**config.mk**
```make
export PLATFORM = sky130hd
export DESIGN_NAME = bpred_top
export DESIGN_NICKNAME = d
export VERILOG_FILES = /design/src/rtl/bpred_pkg.sv /design/src/rtl/bpred_dir_table.sv /design/src/rtl/bpred_ret_stack.sv /design/src/rtl/bpred_top.sv
export SDC_FILE = /design/constraint.sdc
export NUM_CORES = 2
export LEC_CHECK = 0
export BUFFER_PORTS_ARGS = -buffer_cell sky130_fd_sc_hd__buf_4
export CAP_MARGIN = 10
export CORE_ASPECT_RATIO = 0.7
export CORE_UTILIZATION = 45
export DETAILED_ROUTE_END_ITERATION = 16
export MAX_ROUTING_LAYER = met4
export PLACE_DENSITY = 0.67
export SYNTH_ARGS = -nofsm -noshare
export SYNTH_HDL_FRONTEND = slang
export SYNTH_SLANG_ARGS = --single-unit
```
**constraint.sdc**
```tcl
create_clock -name clk -period 9.2 [get_ports clk]
set_input_delay 1.84 -clock clk [delete_from_list [all_inputs] [get_ports clk]]
set_output_delay 1.84 -clock clk [all_outputs]
set_load 0.005 [all_outputs]
```
**src/rtl/bpred_pkg.sv**
```systemverilog
package bpred_pkg;

   typedef enum logic [1:0] {
      CLS_PLAIN = 2'd0,
      CLS_COND  = 2'd1,
      CLS_CALL  = 2'd2,
      CLS_RET   = 2'd3
   } instr_cls_e;

   localparam logic [1:0] CTR_WEAK_NT = 2'b01;

   // Saturating two-bit step toward the observed direction
   function automatic logic [1:0] ctr_step(input logic [1:0] c, input logic taken);
      if (taken) return (c == 2'b11) ? c : c + 2'b01;
      else       return (c == 2'b00) ? c : c - 2'b01;
   endfunction

endpackage

```
**src/rtl/bpred_dir_table.sv**
```systemverilog
module bpred_dir_table
   import bpred_pkg::*;
#(
   parameter int         IDX_W     = 9,
   parameter logic [1:0] RESET_CTR = CTR_WEAK_NT,
   parameter bit         FORWARD   = 1'b1
) (
   input  logic             clk,
   input  logic             rst_n,
   input  logic [IDX_W-1:0] rd_idx,
   input  logic             wr_en,
   input  logic [IDX_W-1:0] wr_idx,
   input  logic             wr_taken,
   output logic [1:0]       rd_ctr
);
   localparam int ENTRIES = 1 << IDX_W;

   if (IDX_W < 1 || IDX_W > 12) begin : g_bad_idx
      $error("bpred_dir_table: IDX_W out of range");
   end

   logic [1:0] ctr_q [ENTRIES];
   logic [1:0] wr_new;

   always_comb wr_new = ctr_step(ctr_q[wr_idx], wr_taken);

   always_ff @(posedge clk) begin
      if (!rst_n) begin
         for (int i = 0; i < ENTRIES; i++) ctr_q[i] <= RESET_CTR;
      end else if (wr_en) begin
         ctr_q[wr_idx] <= wr_new;
      end
   end

   if (FORWARD) begin : g_fwd
      always_comb rd_ctr = (wr_en && (wr_idx == rd_idx)) ? wr_new : ctr_q[rd_idx];
   end else begin : g_nofwd
      always_comb rd_ctr = ctr_q[rd_idx];
   end

endmodule

```
**src/rtl/bpred_ret_stack.sv**
```systemverilog
module bpred_ret_stack #(
   parameter int PC_W  = 32,
   parameter int DEPTH = 4
) (
   input  logic            clk,
   input  logic            rst_n,
   input  logic            push,
   input  logic            pop,
   input  logic [PC_W-1:0] push_addr,
   output logic            top_valid,
   output logic [PC_W-1:0] top_addr
);
   localparam int PTR_W = $clog2(DEPTH);
   localparam int CNT_W = $clog2(DEPTH + 1);
   localparam logic [CNT_W-1:0] FULL = CNT_W'(DEPTH);

   if (DEPTH < 2 || (1 << PTR_W) != DEPTH) begin : g_bad_depth
      $error("bpred_ret_stack: DEPTH must be a power of two, at least 2");
   end

   logic [PC_W-1:0]  slot_q [DEPTH];
   logic [PTR_W-1:0] wptr_q;
   logic [CNT_W-1:0] cnt_q;
   logic [PTR_W-1:0] top_ptr;

   assign top_ptr   = wptr_q - 1'b1;
   assign top_valid = (cnt_q != '0);
   assign top_addr  = slot_q[top_ptr];

   always_ff @(posedge clk) begin
      if (!rst_n) begin
         wptr_q <= '0;
         cnt_q  <= '0;
         for (int i = 0; i < DEPTH; i++) slot_q[i] <= '0;
      end else if (push) begin
         slot_q[wptr_q] <= push_addr;
         wptr_q         <= wptr_q + 1'b1;
         if (cnt_q != FULL) cnt_q <= cnt_q + 1'b1;
      end else if (pop && top_valid) begin
         wptr_q <= top_ptr;
         cnt_q  <= cnt_q - 1'b1;
      end
   end

endmodule

```
**src/rtl/bpred_top.sv**
```systemverilog
module bpred_top
   import bpred_pkg::*;
#(
   parameter int PC_W      = 32,
   parameter int IDX_W     = 9,
   parameter int IDX_LSB   = 3,
   parameter int NTHREAD   = 4,
   parameter int RAS_DEPTH = 4,
   parameter int LINK_OFS  = 8,
   parameter bit FORWARD   = 1'b1,
   localparam int TID_W    = (NTHREAD > 1) ? $clog2(NTHREAD) : 1
) (
   input  logic             clk,
   input  logic             rst_n,
   input  logic             lk_valid,
   input  logic [PC_W-1:0]  lk_pc,
   input  logic [TID_W-1:0] lk_tid,
   input  logic [1:0]       lk_class,
   input  logic             up_valid,
   input  logic [PC_W-1:0]  up_pc,
   input  logic             up_taken,
   output logic             pred_taken,
   output logic             ret_valid,
   output logic [PC_W-1:0]  ret_target
);
   if (IDX_LSB + IDX_W > PC_W) begin : g_bad_slice
      $error("bpred_top: index slice exceeds PC width");
   end

   instr_cls_e       cls;
   logic [IDX_W-1:0] lk_idx, up_idx;
   logic [1:0]       sel_ctr;
   logic [PC_W-1:0]  link_addr;
   logic             thr_valid [NTHREAD];
   logic [PC_W-1:0]  thr_addr  [NTHREAD];
   logic             sel_valid;
   logic [PC_W-1:0]  sel_addr;

   assign cls       = instr_cls_e'(lk_class);
   assign lk_idx    = lk_pc[IDX_LSB +: IDX_W];
   assign up_idx    = up_pc[IDX_LSB +: IDX_W];
   assign link_addr = lk_pc + PC_W'(LINK_OFS);

   bpred_dir_table #(
      .IDX_W     (IDX_W),
      .RESET_CTR (CTR_WEAK_NT),
      .FORWARD   (FORWARD)
   ) u_dir (
      .clk      (clk),
      .rst_n    (rst_n),
      .rd_idx   (lk_idx),
      .wr_en    (up_valid),
      .wr_idx   (up_idx),
      .wr_taken (up_taken),
      .rd_ctr   (sel_ctr)
   );

   for (genvar t = 0; t < NTHREAD; t++) begin : g_thr
      logic mine;
      assign mine = lk_valid && (lk_tid == TID_W'(t));
      bpred_ret_stack #(
         .PC_W  (PC_W),
         .DEPTH (RAS_DEPTH)
      ) u_ras (
         .clk       (clk),
         .rst_n     (rst_n),
         .push      (mine && (cls == CLS_CALL)),
         .pop       (mine && (cls == CLS_RET)),
         .push_addr (link_addr),
         .top_valid (thr_valid[t]),
         .top_addr  (thr_addr[t])
      );
   end

   always_comb begin
      sel_valid = 1'b0;
      sel_addr  = '0;
      for (int t = 0; t < NTHREAD; t++) begin
         if (lk_tid == TID_W'(t)) begin
            sel_valid = thr_valid[t];
            sel_addr  = thr_addr[t];
         end
      end
   end

   assign pred_taken = lk_valid && (cls == CLS_COND) && sel_ctr[1];
   assign ret_valid  = lk_valid && (cls == CLS_RET) && sel_valid;
   assign ret_target = sel_addr;

endmodule

```
==> metrics.md <==
| Metric | Value |
|---|---|
| Status | complete, no violations |
| Compound-gate portion of the synthesized area | 0.0548 |
| # IOs | 107 |
| Highest metal used | met4 |
| Cell repeated most along the worst path | buf_4 |
| Post-Synth Adder-Cell Area | 0.00144 |
| Post-synthesis instance area | 81,500 um2 |
| Bufs on Longest Clock Path | 3 |
| Share of layout cells above drive strength 1 | 0.299 |
| Vias/cell | 6.91 |
| Pwr per Cell Area | 185 nW/um2 |
| Max_slew headroom | 0.0189 |
| CTS tree | built |
| Die X | 511 um |
| Resized cells post-CTS | 0 |
| Fraction of synthesized area in multiplexers | 0.158 |
| DRT antenna net count | 0 |
| Global Route Usage Sum | 0.308 |
| RSZ-0062 raised after global routing | no |
| Fin crit period | 8.13 ns |
| Clk root buf | clkbuf_16 |
| Clock sinks | 1,556 |
| Num rows | 130 |
| Max Clk Rate | 123 MHz |
| First-pass GRT wire length | 389,000 um |
| Max-cap violations | 0 |
| Synth Warn # | 0 |
| Async set-reset flop share out of synthesis | 0 |
| PortBufs | 83 |
| Critical R2R Launch | u_dir.ctr_q[456][1] |
| Pins Over Slew Limit | 0 |
| Wire length on met3 | 46,700 um |
| Routed len/inst | 33.7 um |
| Initial antenna violation count | 9 |
| Required @ worst endpoint | 7.36 ns |
| Crit. End Element | output pin |
| Main synth FF type | edfxtp_1 |
| Post-CTS setup buffers | 0 |
| Simple-gate share of the synthesized area | 0.153 |
| Nets | 5,697 |
| HP Start | g_thr[1].u_ras.cnt_q[2] |
| Distinct cell type count after synthesis | 82 |
| Worst-path clk slew | 0.06 ns |
| Post-DP Area | 82,900 um2 |
| WP data arrival | 6.29 ns |
| CP startpoint | up_pc[3] |
| Die Height | 358 um |
| Seq cells post-synth | 1,556 |
| Peak VDD IR | 0.000129 V |
| 1st-iter DRT viols | 9,907 |
| H-tree depth | 4 |
| Critical path cell sequence | buf_8 -> buf_4 -> mux4_2 -> a22oi_1 -> o21ai_1 -> o311ai_1 -> a31oi_1 -> a2111o_1 -> nor3_1 -> a211oi_1 -> buf_4 |
| Syn Inst Count | 5,904 |
| Die area | 183,000 um2 |
| Drt total wl | 275,000 um |
| Crit path max fanout | 30 |
| Worst Setup Path Type | in2out |
| Vias | 56,229 |
| Largest net degree at the start of global routing | 230 |
| Synth-to-layout area growth | 8.22% |
| Multi-input logic area | 30,700 um2 |
| Register area share after synthesis | 0.571 |
| Hold Crit Class | reg2reg |
| Leak | 0.0259 uW |
| Met2 WL post-DR | 113,000 um |
| Final TNS setup | 0 ns |
| Final Cycle Share | 0.883 |
| Vias in the first global route | 52,967 |
| Post-Syn Area per Cell | 13.8 um2 |
| Cell area after layout | 88,200 um2 |
| Drt first pass iters | 7 |
| Largest family of logic cells by synthesized area | multiplexers |
| Fillers | 15,207 |
| Worst path slowest cell | o311ai_1 |
| Hold_buf cts | 0 |
| FF+latch area | 46,500 um2 |
| Slowest stage delay, CP | 1.03 ns |
| Post-route DRC | 0 |
| Core Area | 180,000 um2 |
| Setup-failing EPs final | 0 |
| Synth Net Count | 5,982 |
| GR Overflow Total | 0 |
| Startpoint Class | primary input |
| Worst-Margin Slew | 1.47 ns |
| Post-detail-place hpwl | 163,000 um |
| Fin. Hold Viols | 0 |
| Post-layout util | 0.491 |
| M1 WL | 104,000 um |
| Post-synthesis xor/xnor area fraction | 0.00570 |
| TritonCTS buffer count | 160 |
| Clk_skew | 0.0547 ns |
| Placer Congestion | 0.977 |
| Number of synthesized flops with an enable pin | 1,536 |
| Clock Latency Late Sink | 0.83 ns |
| Initial core utilization | 0.454 |
| Fin Hold WS | 0.512 ns |
-- sequential cells by signal (all words and copies together), names as in the netlist --
register and flops:
g_thr.u_ras.cnt_q 12, g_thr.u_ras.slot_q 512, u_dir.ctr_q 1024, g_thr.u_ras.wptr_q 8
-- critical path: cells and delay by family --
family	cells	cell delay (ns)
AO/OA/AOI/OAI	6	2.43
buffers and inverters	3	1.08
multiplexers	1	0.63
AND/OR/NAND/NOR	1	0.15
-- cell families after synthesis --
| logic type | after synthesis |
|---|---|
| fa+ha+maj | 7 |
| flops | 1556 |
| mux | 685 |
| simple gates | 2029 |
| xor+xnor | 53 |
| compound gates | 779 |
| buf+inv | 795 |
-- layer usage --
metal / track usage / vias up
met1: 0.425 / 28597
li1: - / 22177
met5: - / -
met3: 0.121 / 694
met2: 0.407 / 4761
met4: 0.106 / 0
-- final timing paths --
| kind | endpoint | slack [ns] | cells past startpoint |
|---|---|---|---|
| worst max register to register | u_dir.ctr_q[201][0] | 4.00 | 10 |
| worst min register to register | g_thr[1].u_ras.cnt_q[2] | 0.51 | 2 |
| worst max-delay path | pred_taken | 1.07 | 11 |
| worst min-delay path | g_thr[1].u_ras.cnt_q[2] | 0.51 | 2 |
-- cell usage after synthesis (27+ instances only) --
cell | count | area share
clkbuf_1 | 504 | 0.023
nand3_1 | 381 | 0.023
buf_1 | 36 | 0.0017
buf_2 | 58 | 0.0036
nor2_1 | 540 | 0.025
and3_1 | 27 | 0.0021
mux2i_1 | 189 | 0.023
nor3_1 | 163 | 0.010
buf_6 | 62 | 0.0086
inv_1 | 41 | 0.0019
nor3_2 | 411 | 0.050
mux4_2 | 477 | 0.13
nand2_1 | 168 | 0.0077
nor2b_1 | 27 | 0.0021
a21oi_1 | 33 | 0.0020
nand3_2 | 177 | 0.022
buf_12 | 49 | 0.012
o21ai_0 | 543 | 0.033
xnor2_1 | 27 | 0.0029
a22oi_1 | 78 | 0.0072
edfxtp_1 | 1536 | 0.57
-- report_power, final --
part           total (uW)  leakage (uW)  switching, uW  internal, uW
Clock                6550       0.00253           2920          3630
Sequential           8020        0.0142           75.0          7940
Combinational        1700       0.00916           1240           463
Total               16300        0.0259           4230         12000
-- stage by stage --
stage	cells	setup WS (ns)	total power [uW]
floorplan	5904	2.85	9420
global placement	7818	1.36	9780
detailed placement	7818	1.36	9800
CTS	8112	1.35	16200
global route	8134	1.05	16600
finish	8142	1.07	16300
-- layout by cell type, fill, tap and decap left out, types with 78 or more instances in the layout --
| cell | n |
|---|---|
| mux4_2 | 477 |
| mux2i_1 | 189 |
| a22oi_1 | 78 |
| edfxtp_1 | 1536 |
| nor3_2 | 420 |
| clkbuf_16 | 166 |
| nor2_1 | 526 |
| nand3_2 | 178 |
| nand3_1 | 376 |
| nand2_1 | 141 |
| o21ai_0 | 542 |
| nor3_1 | 154 |
| buf_4 | 272 |
-- cell type report --
class,instances,area share
well taps,2376,0.0337
inverters,46,0.00196
clock inverters,109,0.0103
diodes,15,0.000426
clock buffers,185,0.0479
repair buffers,302,0.0293
multi-input cells,3553,0.349
flip-flops and latches,1556,0.528
Power figures use the tool's default switching activity.
